===== src/rtl/cmd_dec_pkg.sv =====
package cmd_dec_pkg;

    localparam int WORD_W = 32;
    localparam int OFS_W  = 12;
    localparam int CNT_W  = 16;
    localparam int CLS_W  = 10;
    localparam int MSK_W  = 16;
    localparam int LCK_W  = 8;
    localparam int MIDX_W = $clog2(MSK_W);

    localparam logic [3:0] OP_SETCLASS = 4'd0;
    localparam logic [3:0] OP_INCR     = 4'd1;
    localparam logic [3:0] OP_NONINCR  = 4'd2;
    localparam logic [3:0] OP_MASK     = 4'd3;
    localparam logic [3:0] OP_IMM      = 4'd4;
    localparam logic [3:0] OP_RESTART  = 4'd5;
    localparam logic [3:0] OP_GATHER   = 4'd6;
    localparam logic [3:0] OP_EXTEND   = 4'd14;

    typedef enum logic [1:0] {
        STEP_INC  = 2'd0,
        STEP_FIX  = 2'd1,
        STEP_MASK = 2'd2
    } step_e;

    typedef struct packed {
        logic [3:0]        opcode;
        logic [OFS_W-1:0]  offset;
        logic [CLS_W-1:0]  class_id;
        logic [MSK_W-1:0]  mask;
        logic [CNT_W-1:0]  count;
        step_e             step;
        logic [15:0]       imm;
        logic [WORD_W-1:0] restart_addr;
        logic              g_insert;
        logic              g_type;
        logic [13:0]       g_words;
        logic              lock_acq;
        logic              lock_rel;
        logic [LCK_W-1:0]  lock_idx;
        logic              ext_unknown;
        logic              bad_op;
    } hdr_t;

    function automatic logic [CNT_W-1:0] popcount(input logic [MSK_W-1:0] m);
        logic [CNT_W-1:0] n;
        n = '0;
        for (int i = 0; i < MSK_W; i++) n = n + CNT_W'(m[i]);
        return n;
    endfunction

    function automatic logic [MIDX_W-1:0] lowest_set(input logic [MSK_W-1:0] m);
        logic [MIDX_W-1:0] p;
        p = '0;
        for (int i = MSK_W - 1; i >= 0; i--) if (m[i]) p = MIDX_W'(i);
        return p;
    endfunction

endpackage


===== src/rtl/cmd_hdr_field_dec.sv =====
module cmd_hdr_field_dec
    import cmd_dec_pkg::*;
(
    input  logic [WORD_W-1:0] word,
    output hdr_t              hd
);
    logic [3:0] op;
    assign op = word[31:28];

    always_comb begin
        hd              = '0;
        hd.opcode       = op;
        hd.step         = STEP_FIX;
        hd.offset       = word[27:16];
        case (op)
            OP_SETCLASS: begin
                hd.class_id = word[15:6];
                hd.mask     = {{(MSK_W-6){1'b0}}, word[5:0]};
                hd.count    = popcount(hd.mask);
                hd.step     = STEP_MASK;
            end
            OP_INCR: begin
                hd.count = word[15:0];
                hd.step  = STEP_INC;
            end
            OP_NONINCR: hd.count = word[15:0];
            OP_MASK: begin
                hd.mask  = word[15:0];
                hd.count = popcount(word[15:0]);
                hd.step  = STEP_MASK;
            end
            OP_IMM: hd.imm = word[15:0];
            OP_RESTART: begin
                hd.offset       = '0;
                hd.restart_addr = {word[27:0], 4'b0000};
            end
            OP_GATHER: begin
                hd.g_insert = word[15];
                hd.g_type   = word[14];
                hd.g_words  = word[13:0];
                hd.count    = CNT_W'(1);
            end
            OP_EXTEND: begin
                hd.offset   = '0;
                hd.lock_idx = word[7:0];
                case (word[27:24])
                    4'd0:    hd.lock_acq    = 1'b1;
                    4'd1:    hd.lock_rel    = 1'b1;
                    default: hd.ext_unknown = 1'b1;
                endcase
            end
            default: begin
                hd.offset = '0;
                hd.bad_op = 1'b1;
            end
        endcase
    end
endmodule


===== src/rtl/cmd_payload_track.sv =====
module cmd_payload_track
    import cmd_dec_pkg::*;
(
    input  logic             clk,
    input  logic             rst,
    input  logic             flush,
    input  logic             hdr_fire,
    input  logic             pay_fire,
    input  logic [3:0]       hdr_opcode,
    input  logic [OFS_W-1:0] hdr_offset,
    input  logic [MSK_W-1:0] hdr_mask,
    input  logic [CNT_W-1:0] hdr_count,
    input  step_e            hdr_step,
    output logic             expect_hdr,
    output logic [OFS_W-1:0] pay_offset,
    output logic [3:0]       cur_opcode
);
    logic [CNT_W-1:0] remaining;
    logic [OFS_W-1:0] base;
    logic [OFS_W-1:0] step_idx;
    logic [MSK_W-1:0] mask_left;
    step_e            step;

    assign expect_hdr = (remaining == '0);

    always_comb begin
        case (step)
            STEP_INC:  pay_offset = base + step_idx;
            STEP_MASK: pay_offset = base + OFS_W'(lowest_set(mask_left));
            default:   pay_offset = base;
        endcase
    end

    always_ff @(posedge clk) begin
        if (rst) begin
            remaining  <= '0;
            base       <= '0;
            step_idx   <= '0;
            mask_left  <= '0;
            step       <= STEP_FIX;
            cur_opcode <= '0;
        end else if (flush) begin
            remaining <= '0;
        end else if (hdr_fire) begin
            remaining  <= hdr_count;
            base       <= hdr_offset;
            step_idx   <= '0;
            mask_left  <= hdr_mask;
            step       <= hdr_step;
            cur_opcode <= hdr_opcode;
        end else if (pay_fire) begin
            remaining <= remaining - CNT_W'(1);
            step_idx  <= step_idx + OFS_W'(1);
            mask_left <= mask_left & (mask_left - MSK_W'(1));
        end
    end
endmodule


===== src/rtl/cmd_hdr_decoder.sv =====
module cmd_hdr_decoder
    import cmd_dec_pkg::*;
(
    input  logic        clk,
    input  logic        rst,
    input  logic        flush,
    input  logic        in_valid,
    output logic        in_ready,
    input  logic [31:0] in_data,
    output logic        out_valid,
    input  logic        out_ready,
    output logic [31:0] out_data,
    output logic        out_is_hdr,
    output logic [3:0]  out_opcode,
    output logic [11:0] out_offset,
    output logic [9:0]  out_class,
    output logic [15:0] out_mask,
    output logic [15:0] out_count,
    output logic [15:0] out_imm,
    output logic [31:0] out_restart_addr,
    output logic        out_gather_insert,
    output logic        out_gather_type,
    output logic [13:0] out_gather_words,
    output logic        lock_acq,
    output logic        lock_rel,
    output logic [7:0]  lock_idx,
    output logic        out_ext_unknown,
    output logic        out_bad_opcode
);
    hdr_t             hd;
    logic             expect_hdr;
    logic             fire;
    logic             hdr_fire;
    logic [OFS_W-1:0] pay_offset;
    logic [3:0]       cur_opcode;

    cmd_hdr_field_dec u_dec (
        .word (in_data),
        .hd   (hd)
    );

    assign fire     = in_valid && out_ready;
    assign hdr_fire = fire && expect_hdr;

    cmd_payload_track u_track (
        .clk        (clk),
        .rst        (rst),
        .flush      (flush),
        .hdr_fire   (hdr_fire),
        .pay_fire   (fire && !expect_hdr),
        .hdr_opcode (hd.opcode),
        .hdr_offset (hd.offset),
        .hdr_mask   (hd.mask),
        .hdr_count  (hd.count),
        .hdr_step   (hd.step),
        .expect_hdr (expect_hdr),
        .pay_offset (pay_offset),
        .cur_opcode (cur_opcode)
    );

    assign in_ready          = out_ready;
    assign out_valid         = in_valid;
    assign out_data          = in_data;
    assign out_is_hdr        = expect_hdr;
    assign out_opcode        = expect_hdr ? hd.opcode : cur_opcode;
    assign out_offset        = expect_hdr ? hd.offset : pay_offset;
    assign out_class         = hd.class_id;
    assign out_mask          = hd.mask;
    assign out_count         = hd.count;
    assign out_imm           = hd.imm;
    assign out_restart_addr  = hd.restart_addr;
    assign out_gather_insert = hd.g_insert;
    assign out_gather_type   = hd.g_type;
    assign out_gather_words  = hd.g_words;
    assign lock_idx          = hd.lock_idx;
    assign lock_acq          = hdr_fire && hd.lock_acq;
    assign lock_rel          = hdr_fire && hd.lock_rel;
    assign out_ext_unknown   = hdr_fire && hd.ext_unknown;
    assign out_bad_opcode    = hdr_fire && hd.bad_op;
endmodule


===== config.mk =====
export PLATFORM = sky130hd
export DESIGN_NAME = cmd_hdr_decoder
export DESIGN_NICKNAME = d
export VERILOG_FILES = /design/src/rtl/cmd_dec_pkg.sv /design/src/rtl/cmd_hdr_field_dec.sv /design/src/rtl/cmd_payload_track.sv /design/src/rtl/cmd_hdr_decoder.sv
export SDC_FILE = /design/constraint.sdc
export NUM_CORES = 1
export LEC_CHECK = 0
export ABC_AREA = 1
export BUFFER_PORTS_ARGS = -buffer_cell sky130_fd_sc_hd__buf_2
export CAP_MARGIN = 20
export CORE_ASPECT_RATIO = 0.9
export CORE_MARGIN = 10
export CORE_UTILIZATION = 55
export DETAILED_ROUTE_END_ITERATION = 8
export GPL_TIMING_DRIVEN = 1
export PLACE_DENSITY = 0.9
export SLEW_MARGIN = 20
export SYNTH_ARGS = -nofsm -noshare
export SYNTH_HDL_FRONTEND = slang
export SYNTH_HIERARCHICAL = 1
export SYNTH_SLANG_ARGS = --single-unit

===== constraint.sdc =====
create_clock -name clk -period 11.9 [get_ports clk]
set_input_delay 2.38 -clock clk [delete_from_list [all_inputs] [get_ports clk]]
set_output_delay 2.38 -clock clk [all_outputs]
set_load 0.05 [all_outputs]

==> impl_results.md, run 1 <==
- Total number of vias: 6402
- Unrepaired setup endpoints after global routing: false
- Finished Layout Cells: 1189
- Number of ports placed on the die boundary: 206
- Kind of end point of the critical path: output pin
- Max Clk Rate: 114 MHz
- Detail Route Antenna Nets: 0
- Worst-skew pair later-pin latency: 0.33 ns
- Final setup fails: 0
- Run status: completed
- Post-synthesis cell type count: 52
- Maximum single-stage delay on the critical path: 0.55 ns
- Number of antenna cells inserted: 0
- TritonCTS clock tree: done
- Actual slew at the worst max-slew pin: 0.869 ns
- Layout filler cell count: 867
- Master cell of the clock root buffer: sky130_fd_sc_hd__clkbuf_16
- #FFs+latches synth: 62
- Count of placed standard cells including taps: 1173
- Number of buffers and inverters on the critical path: 7
- Wire length of the first global-routing pass: 31.2 mm
- Number of max-slew violations in the final report: 0
- Largest delay contributor family on the critical path: adder cells
- Worst hold-check slack: 0.475 ns
- Number of max-cap violations: 0
- Area enclosed by the die boundary: 14600 um^2
- Area of the core region: 9780 um^2
- Final instance area: 6560 um^2
- Placed inst area: 6290 um^2
- Critical path required time: 9.52 ns
- Launching instance or port of the critical path: in_data[0]
- Post-Synthesis Mean Instance Area: 6.12 um^2
- Launch instance of the worst register-to-register path: u_track/remaining[0]
- Sequential-to-total area share from yosys stat: 0.222
- Worst setup slack after placement: 3.20 ns
- Dpl hpwl: 15.2 mm
- Synth Warn #: 6
- Critical path, cell by cell: buf_2 > fa_1 > inv_1 > fa_1 > inv_1 > ha_1 > fa_1 > ha_1 > inv_1 > fa_1 > inv_1 > fa_1 > nand2_1 > inv_1 > nor2_1 > nand2_1 > nand3_1 > buf_2
- Number of iterations in the first detailed-routing pass: 7
- Number of H-tree levels: 3
- Crit path setup slack, layout: 3.15 ns
- Via count of the first global-routing pass: 6278
- Worst EP arrival: 6.37 ns
- Number of antenna violations at the first check in global routing: 0
- Top_reg_cell synth: sky130_fd_sc_hd__dfxtp_1
- Power density over cell area: 195 nW/um^2
- Vert. Die Dim: 116 um
- Number of port buffers: 201
- Post-detailed-route DRC marker count: 0
- Clock-pin slew on the worst setup and hold paths: 0.05 ns
- Relative slew slack: 0.418
- Fraction of post-synthesis cell area in the top cell type by area: 0.222
- Mean routed wirelength per cell: 16.1 um
- Power Total: 1.28 mW
- Worst Path Max Fanout: 4
- Mapped Area: 5580 um^2
- Critical path start-end classification: in -> out
- Maximum ir drop on the vdd rail: 0.167 mV
- Total of hold buffers inserted after clock tree synthesis: 0
- Gp weighted congestion: 0.927
- Chip width: 126 um
- Core occupancy in the finished layout: 0.670
- Worst hold path type: reg -> reg
- CTS max path bufs: 2
- Worst Setup Start Kind: input port
- Period Utilization, post-route: 0.736
- Leading cell types by total area after synthesis: sky130_fd_sc_hd__dfxtp_1, sky130_fd_sc_hd__nor2_1, sky130_fd_sc_hd__nand2_1
- Synthesis-to-finish area growth: 17.6%
- Grt ovf: 0
- Share of async-settable or async-resettable flops after synthesis: 0
- Number of CTS-inserted buffers: 9
- Fraction of final layout cells with drive strength greater than 1: 0.248
- Nets@finish: 1124
- Fin. Hold Viols: 0
- Initial drt markers: 665
- Hold Startpoint: u_track/step_idx[6]
- Total routing resource utilization after global routing: 0.255
- CTS sink cnt: 62
- Setup TNS: 0 ns
- Cell type with the largest total area after synthesis: sky130_fd_sc_hd__dfxtp_1
- Starting Density: 0.570
- Final wirelength: 19.1 mm
- Slowest-stage cell, CP: sky130_fd_sc_hd__fa_1
- Post-detailed-route via-to-cell ratio: 5.38
- Post-CTS Repair Setup Buffers: 0
- Number of standard-cell rows in the floorplan: 34
- Final critical path time including I/O delays and setup: 8.75 ns
- Gate count after technology mapping: 912
- LEAKAGE: 3.77 nW
- Pin count of the biggest net entering global routing: 43
- Number of enable-type register cells in the synthesized netlist: 0
- Total of cells resized after clock tree synthesis: 0
- Worst clock skew: 0.00718 ns
## cells by family (layout without fill, tap and decap cells)
kind of cell	Yosys count	in the layout	synth area share
AND/OR/NAND/NOR	460	460	0.350
XOR/XNOR	12	12	0.0188
adder cells (fa/ha/maj)	29	29	0.0798
buffers and inverters	201	349	0.176
flip-flops	62	62	0.222
other	1	4	0.000672
AO/OA/AOI/OAI	147	147	0.152
## metal layers
metal	vias to the layer above	global-route usage	wire (um)
met2	368	0.422	8580
li1	3109	-	-
met5	-	0	0
met1	2892	0.299	7790
met3	33	0.0927	2330
met4	0	0.0978	396
## registers in the layout, indices dropped and copies added, names as in the netlist
register,cells
u_track/step_idx,12
u_track/mask_left,16
u_track/step,2
u_track/base,12
u_track/remaining,16
u_track/cur_opcode,4
## area by class of cell
| type | count | area [um^2] | area share |
|---|---|---|---|
| Multi-Input combinational cell | 652 | 3370 | 0.514 |
| Inverter | 129 | 492 | 0.0750 |
| Sequential cell | 62 | 1240 | 0.189 |
| Clock inverter | 5 | 25.0 | 0.00381 |
| Clock buffer | 11 | 243 | 0.0370 |
| Timing Repair Buffer | 204 | 1030 | 0.157 |
| Tap cell | 126 | 158 | 0.0240 |
## final timing paths
kind,cells after the start,end,slack [ns]
setup / recovery,18,out_count[2],3.15
hold reg to reg,1,u_track/step_idx[7],0.48
setup reg to reg,15,u_track/mask_left[4],7.27
hold / removal,1,u_track/step_idx[7],0.48
## cell usage after synthesis (2+ instances only)
master	count
sky130_fd_sc_hd__inv_2	8
sky130_fd_sc_hd__nor2_4	5
sky130_fd_sc_hd__nand4_1	7
sky130_fd_sc_hd__a2111oi_0	2
sky130_fd_sc_hd__a21oi_1	56
sky130_fd_sc_hd__xor2_1	9
sky130_fd_sc_hd__dfxtp_1	62
sky130_fd_sc_hd__or2_2	3
sky130_fd_sc_hd__nand2_1	195
sky130_fd_sc_hd__buf_2	8
sky130_fd_sc_hd__o21ai_0	50
sky130_fd_sc_hd__buf_4	44
sky130_fd_sc_hd__clkinv_1	4
sky130_fd_sc_hd__a31oi_1	10
sky130_fd_sc_hd__nor2_2	8
sky130_fd_sc_hd__ha_1	18
sky130_fd_sc_hd__nand3_1	25
sky130_fd_sc_hd__inv_1	115
sky130_fd_sc_hd__o221ai_1	4
sky130_fd_sc_hd__clkbuf_1	12
sky130_fd_sc_hd__o21bai_1	4
sky130_fd_sc_hd__nor3_2	2
sky130_fd_sc_hd__a22oi_1	3
sky130_fd_sc_hd__nor3_1	4
sky130_fd_sc_hd__o211ai_1	7
sky130_fd_sc_hd__nand2_2	6
sky130_fd_sc_hd__buf_1	2
sky130_fd_sc_hd__fa_1	11
sky130_fd_sc_hd__buf_6	6
sky130_fd_sc_hd__nand2_8	2
sky130_fd_sc_hd__nor2_1	197
sky130_fd_sc_hd__xnor2_1	3
## where the power goes
group | total, mW | internal, mW | leakage [nW] | switching (mW)
clock | 0.236 | 0.144 | 0.139 | 0.0916
sequential | 0.266 | 0.238 | 0.503 | 0.0279
combinational | 0.779 | 0.206 | 3.13 | 0.572
total | 1.28 | 0.589 | 3.77 | 0.692
## placed cells by master (no fill, tap or decap), types with 4 or more instances in the layout
cell	netlist	final
sky130_fd_sc_hd__buf_2	8	201
sky130_fd_sc_hd__nor2_1	197	197
sky130_fd_sc_hd__nand2_1	195	195
sky130_fd_sc_hd__inv_1	115	115
sky130_fd_sc_hd__dfxtp_1	62	62
sky130_fd_sc_hd__a21oi_1	56	56
sky130_fd_sc_hd__o21ai_0	50	50
sky130_fd_sc_hd__nand3_1	25	25
sky130_fd_sc_hd__ha_1	18	18
sky130_fd_sc_hd__fa_1	11	11
sky130_fd_sc_hd__a31oi_1	10	10
sky130_fd_sc_hd__clkbuf_16	0	9
sky130_fd_sc_hd__xor2_1	9	9
sky130_fd_sc_hd__inv_2	8	8
sky130_fd_sc_hd__nor2_2	8	8
sky130_fd_sc_hd__o211ai_1	7	7
sky130_fd_sc_hd__nand4_1	7	7
sky130_fd_sc_hd__nand2_2	6	6
sky130_fd_sc_hd__clkinv_2	0	5
sky130_fd_sc_hd__nor2_4	5	5
sky130_fd_sc_hd__clkinv_1	4	4
sky130_fd_sc_hd__conb_1	1	4
sky130_fd_sc_hd__o21bai_1	4	4
sky130_fd_sc_hd__o221ai_1	4	4
(Power assumes the default switching activity.)
==> run 2: changes to the inputs <==
--- a/config.mk
+++ b/config.mk
@@ -5,15 +5,15 @@
 export SDC_FILE = /design/constraint.sdc
 export NUM_CORES = 1
 export LEC_CHECK = 0
-export ABC_AREA = 1
+export ABC_AREA = 0
 export BUFFER_PORTS_ARGS = -buffer_cell sky130_fd_sc_hd__buf_2
 export CAP_MARGIN = 20
 export CORE_ASPECT_RATIO = 0.9
 export CORE_MARGIN = 10
-export CORE_UTILIZATION = 55
+export CORE_UTILIZATION = 51
 export DETAILED_ROUTE_END_ITERATION = 8
 export GPL_TIMING_DRIVEN = 1
-export PLACE_DENSITY = 0.9
+export PLACE_DENSITY = 0.84
 export SLEW_MARGIN = 20
 export SYNTH_ARGS = -nofsm -noshare
 export SYNTH_HDL_FRONTEND = slang
==> constraint.sdc (replaced) <==
create_clock -name clk -period 8.2 [get_ports clk]
set_input_delay 1.64 -clock clk [delete_from_list [all_inputs] [get_ports clk]]
set_output_delay 1.64 -clock clk [all_outputs]
set_load 0.05 [all_outputs]
==> run 2 against run 1 <==
Net effect:
- critical path depth is 3 lower
- clock power is 66% higher
- non-clock buffer count stayed put
- hold slack worse by 0.017 ns
==> impl_results.md, run 2 <==
- Run status: completed
- Largest family of logic cells by synthesized area: simple AND/OR/NAND/NOR gates
- Cell type with the largest total area after synthesis: sky130_fd_sc_hd__dfxtp_1
- Leading cell type in the layout, fill and taps excluded: sky130_fd_sc_hd__buf_2
- Share of synthesized area spent on multiplexers: 0.0602 (+0.0602)
- Total number of vias: 5792 (-9.5%)
- Clock-pin slew on the worst setup and hold paths: 0.05 ns (about the same)
- Number of buffers and inverters on the critical path: 6 (-1)
- Comb power frac: 0.608 (about the same)
- Depth of the most critical reg-to-reg path: 8 (-7)
- Share of async-settable or async-resettable flops after synthesis: 0 (unchanged)
- Final critical path time including I/O delays and setup: 7.34 ns
- Power share of the sequential group: 0.194 (-0.014)
- Period Utilization, post-route: 0.895
- Number of port buffers: 201 (unchanged)
- GR Layer Usage met2: 0.383 (-0.0391)
- Worst EP arrival: 5.70 ns (-0.67 ns)
- R2r endpoint: u_track/mask_left[1]
- Layout filler cell count: 983 (+13%)
- Launching instance or port of the critical path: in_data[0]
- Area enclosed by the die boundary: 15900 um^2 (+9.0%)
- Master cell of the clock root buffer: sky130_fd_sc_hd__clkbuf_16
- Final wirelength: 18.3 mm (-4.1%)
- Cells on Worst Hold Path: 2 (+1)
- Gate count after technology mapping: 753 (-17%)
- Clock network power share: 0.197 (+0.013)
- Post-detailed-route DRC marker count: 0 (unchanged)
- Max Clk Rate: 136 MHz
- Worst Setup Start Kind: input port
- Maximum single-stage delay on the critical path: 0.54 ns (about the same)
- Wire length of the first global-routing pass: 29.1 mm (-6.7%)
- Fraction of post-synthesis cell area in the top cell type by area: 0.216 (-0.00597)
- Multi-input gate area in the final layout: 3810 um^2 (+13%)
- Pin count of the biggest net entering global routing: 39 (-9.3%)
- Total routing resource utilization after global routing: 0.218 (-0.0379)
- Complex-gate fraction of the synthesized area: 0.138 (-0.0146)
- Leading cell types by total area after synthesis: sky130_fd_sc_hd__dfxtp_1, sky130_fd_sc_hd__and2_1, sky130_fd_sc_hd__buf_4
- CTS sink cnt: 62 (unchanged)
- Chip width: 132 um (+4.4%)
- Unrepaired setup endpoints after global routing: false
- Most Frequent Cell on Critical Path: sky130_fd_sc_hd__fa_1
- GRT Max-Usage Layer: met2
- Relative slew slack: 0.335 (-0.0830)
- Mean routed wirelength per cell: 17.7 um (+10%)
- Gp weighted congestion: 0.876 (-5.5%)
- Post-CTS Repair Setup Buffers: 0 (unchanged)
- Number of enable-type register cells in the synthesized netlist: 0 (unchanged)
- Post-synthesis share of cell area spent on full adders, half adders and majority gates: 0.0777 (-0.00214)
- LEAKAGE: 3.32 nW (-12%)
- Setup slack on the worst flop-to-flop path: 3.99 ns (-3.28 ns)
- Power Internal: 976 uW (+66%)
- Critical path required time: 6.56 ns (-2.96 ns)
- Synth Warn #: 6 (unchanged)
- Leading cell types by count after synthesis: sky130_fd_sc_hd__and2_1, sky130_fd_sc_hd__nand2_1, sky130_fd_sc_hd__dfxtp_1, sky130_fd_sc_hd__nor2_1
- Switching Fraction: 0.507 (-0.0333)
- Via count of the first global-routing pass: 5626 (-10%)
- Initial drt markers: 544 (-18%)
- Fraction of final layout cells with drive strength greater than 1: 0.290 (+0.0412)
- Number of antenna violations at the first check in global routing: 0 (unchanged)
- Number of max-slew violations in the final report: 0 (unchanged)
- Top_reg_cell synth: sky130_fd_sc_hd__dfxtp_1
- Worst hold path type: reg -> reg
- Kind of end point of the critical path: output pin
- CTS max path bufs: 2 (unchanged)
- Nets@finish: 946 (-16%)
- Count of placed standard cells including taps: 1021 (-13%)
- Worst clock skew: 0.00607 ns (-0.00111 ns)
- Setup TNS: 0 ns (unchanged)
- Number of H-tree levels: 3 (unchanged)
- Launch instance of the worst register-to-register path: u_track/remaining[6]
- Hold Startpoint: u_track/cur_opcode[1]
- Actual slew at the worst max-slew pin: 0.996 ns (+0.127 ns)
- Power density over cell area: 295 nW/um^2 (+51%)
- Critical path, cell by cell: buf_2 > fa_1 > inv_1 > fa_1 > inv_1 > ha_1 > fa_1 > ha_1 > inv_1 > fa_1 > inv_1 > fa_1 > xor2_1 > a221o_1 > buf_2
- Met1 Track Usage GR: 0.258 (-0.0413)
- Number of standard-cell rows in the floorplan: 36 (+5.9%)
- #FFs+latches synth: 62 (unchanged)
- Critical path start-end classification: in -> out
- Total net switching power: 1.00 mW (+45%)
- Commonest cells after routing, fill and taps aside: sky130_fd_sc_hd__buf_2, sky130_fd_sc_hd__and2_1, sky130_fd_sc_hd__nand2_1
- Number of iterations in the first detailed-routing pass: 7 (unchanged)
- Largest regs: u_track/mask_left: 16 flops, u_track/remaining: 16 flops
- Starting Density: 0.526 (-0.0443)
- TritonCTS clock tree: done
- Combined flip-flop and latch cell area: 1240 um^2 (unchanged)
- Worst-skew pair later-pin latency: 0.33 ns (about the same)
- Number of antenna cells inserted: 0 (unchanged)
- Fin. Hold Viols: 0 (unchanged)
- Total of hold buffers inserted after clock tree synthesis: 0 (unchanged)
- Number of ports placed on the die boundary: 206 (unchanged)
- Finished Layout Cells: 1036 (-13%)
- Sequential-to-total area share from yosys stat: 0.216 (-0.00597)
- Number of CTS-inserted buffers: 9 (unchanged)
- Total of cells resized after clock tree synthesis: 0 (unchanged)
- Power Total: 1.98 mW (+54%)
- Number of max-cap violations: 0 (unchanged)
- Post-detailed-route via-to-cell ratio: 5.59 (+3.8%)
- Dpl hpwl: 14.0 mm (-7.9%)
- Worst Path Max Fanout: 8 (+4)
- Slowest-stage cell, CP: sky130_fd_sc_hd__fa_1
- Post-Synthesis Mean Instance Area: 7.62 um^2 (+24%)
- Synthesis-to-finish area growth: 17.1%
- Area share of xor/xnor cells in the synthesized design: 0.0456 (+0.0268)
- Area of the core region: 10900 um^2 (+11%)
- Grt ovf: 0 (unchanged)
- Final setup fails: 0 (unchanged)
- Largest delay contributor family on the critical path: adder cells
- Fraction of the mapped netlist area in simple logic gates: 0.340 (-0.0103)
- Maximum ir drop on the vdd rail: 0.267 mV (+60%)
- Vert. Die Dim: 121 um (+4.4%)
- Worst hold endpoint: u_track/cur_opcode[1]
- Most numerous cell in the Yosys netlist: sky130_fd_sc_hd__and2_1
- Mapped Area: 5730 um^2 (+2.8%)
- Post-synthesis cell type count: 70 (+35%)
- Routing usage on met3: 0.0571 (-0.0356)
- Detail Route Antenna Nets: 0 (unchanged)
run 2: logic make-up (layout without fill, tap and decap cells):
family,Yosys count,in the layout
AO/OA/AOI/OAI,119,119
XOR/XNOR,29,29
other,1,4
buffers and inverters,127,255
flip-flops,62,62
multiplexers,32,32
adder cells (fa/ha/maj),29,29
AND/OR/NAND/NOR,354,354
run 2: layout make-up:
class                   count  share of cell area
clock buffers              12              0.0397
clock inverters             3             0.00634
inverters                  36              0.0201
multi-input cells         567               0.567
flip-flops and latches     62               0.185
well taps                 152              0.0283
repair buffers            204               0.153
run 2: through the flow:
stage	hold WS, ns	area, um^2	setup slack (ns)	utilization
after CTS	0.455	6710	0.868	0.616
after detailed placement	0.448	6400	0.873	0.587
after global routing	0.479	6710	0.713	0.616
after global placement	0.441	6400	0.947	0.587
after floorplan	0.434	5750	1.22	-
final	0.458	6710	0.858	0.616
run 2: how the worst max path moves through the flow:
| stage | slack, ns | depth (start not counted) | end |
|---|---|---|---|
| 6_report | 0.86 | 15 | out_count[2] |
| 5_1_grt | 0.71 | 15 | out_count[2] |
| 4_1_cts | 0.87 | 15 | out_count[2] |
| 3_5_place_dp | 0.87 | 15 | out_count[2] |
| 3_3_place_gp | 0.95 | 15 | out_count[2] |
| 2_1_floorplan | 1.22 | 13 | out_count[2] |
run 2: power by group through the flow:
stage	sequential, mW	combinational [mW]	clock (mW)
final	0.385	1.20	0.391
after global routing	0.390	1.29	0.408
after CTS	0.383	1.20	0.395
after detailed placement	0.388	1.19	0
after global placement	0.387	1.17	0
after floorplan	0.371	1.02	0
run 2: layer usage:
layer | vias up | wire length, um | share of wire
met5 | - | 0 | 0
met4 | 0 | 259 | 0.014
met3 | 22 | 1200 | 0.066
met2 | 194 | 9150 | 0.50
met1 | 2764 | 7710 | 0.42
li1 | 2812 | - | -
run 2: worst reg2reg max path, stage by stage (launching register included):
cell                        delay (ns)
sky130_fd_sc_hd__dfxtp_1          0.36
sky130_fd_sc_hd__or4_1            0.69
sky130_fd_sc_hd__nor4_1           0.36
sky130_fd_sc_hd__and4b_2          0.68
sky130_fd_sc_hd__and3_1           0.25
sky130_fd_sc_hd__buf_4            0.37
sky130_fd_sc_hd__nand2b_1         0.54
sky130_fd_sc_hd__buf_4            0.39
sky130_fd_sc_hd__a2111oi_0        0.45
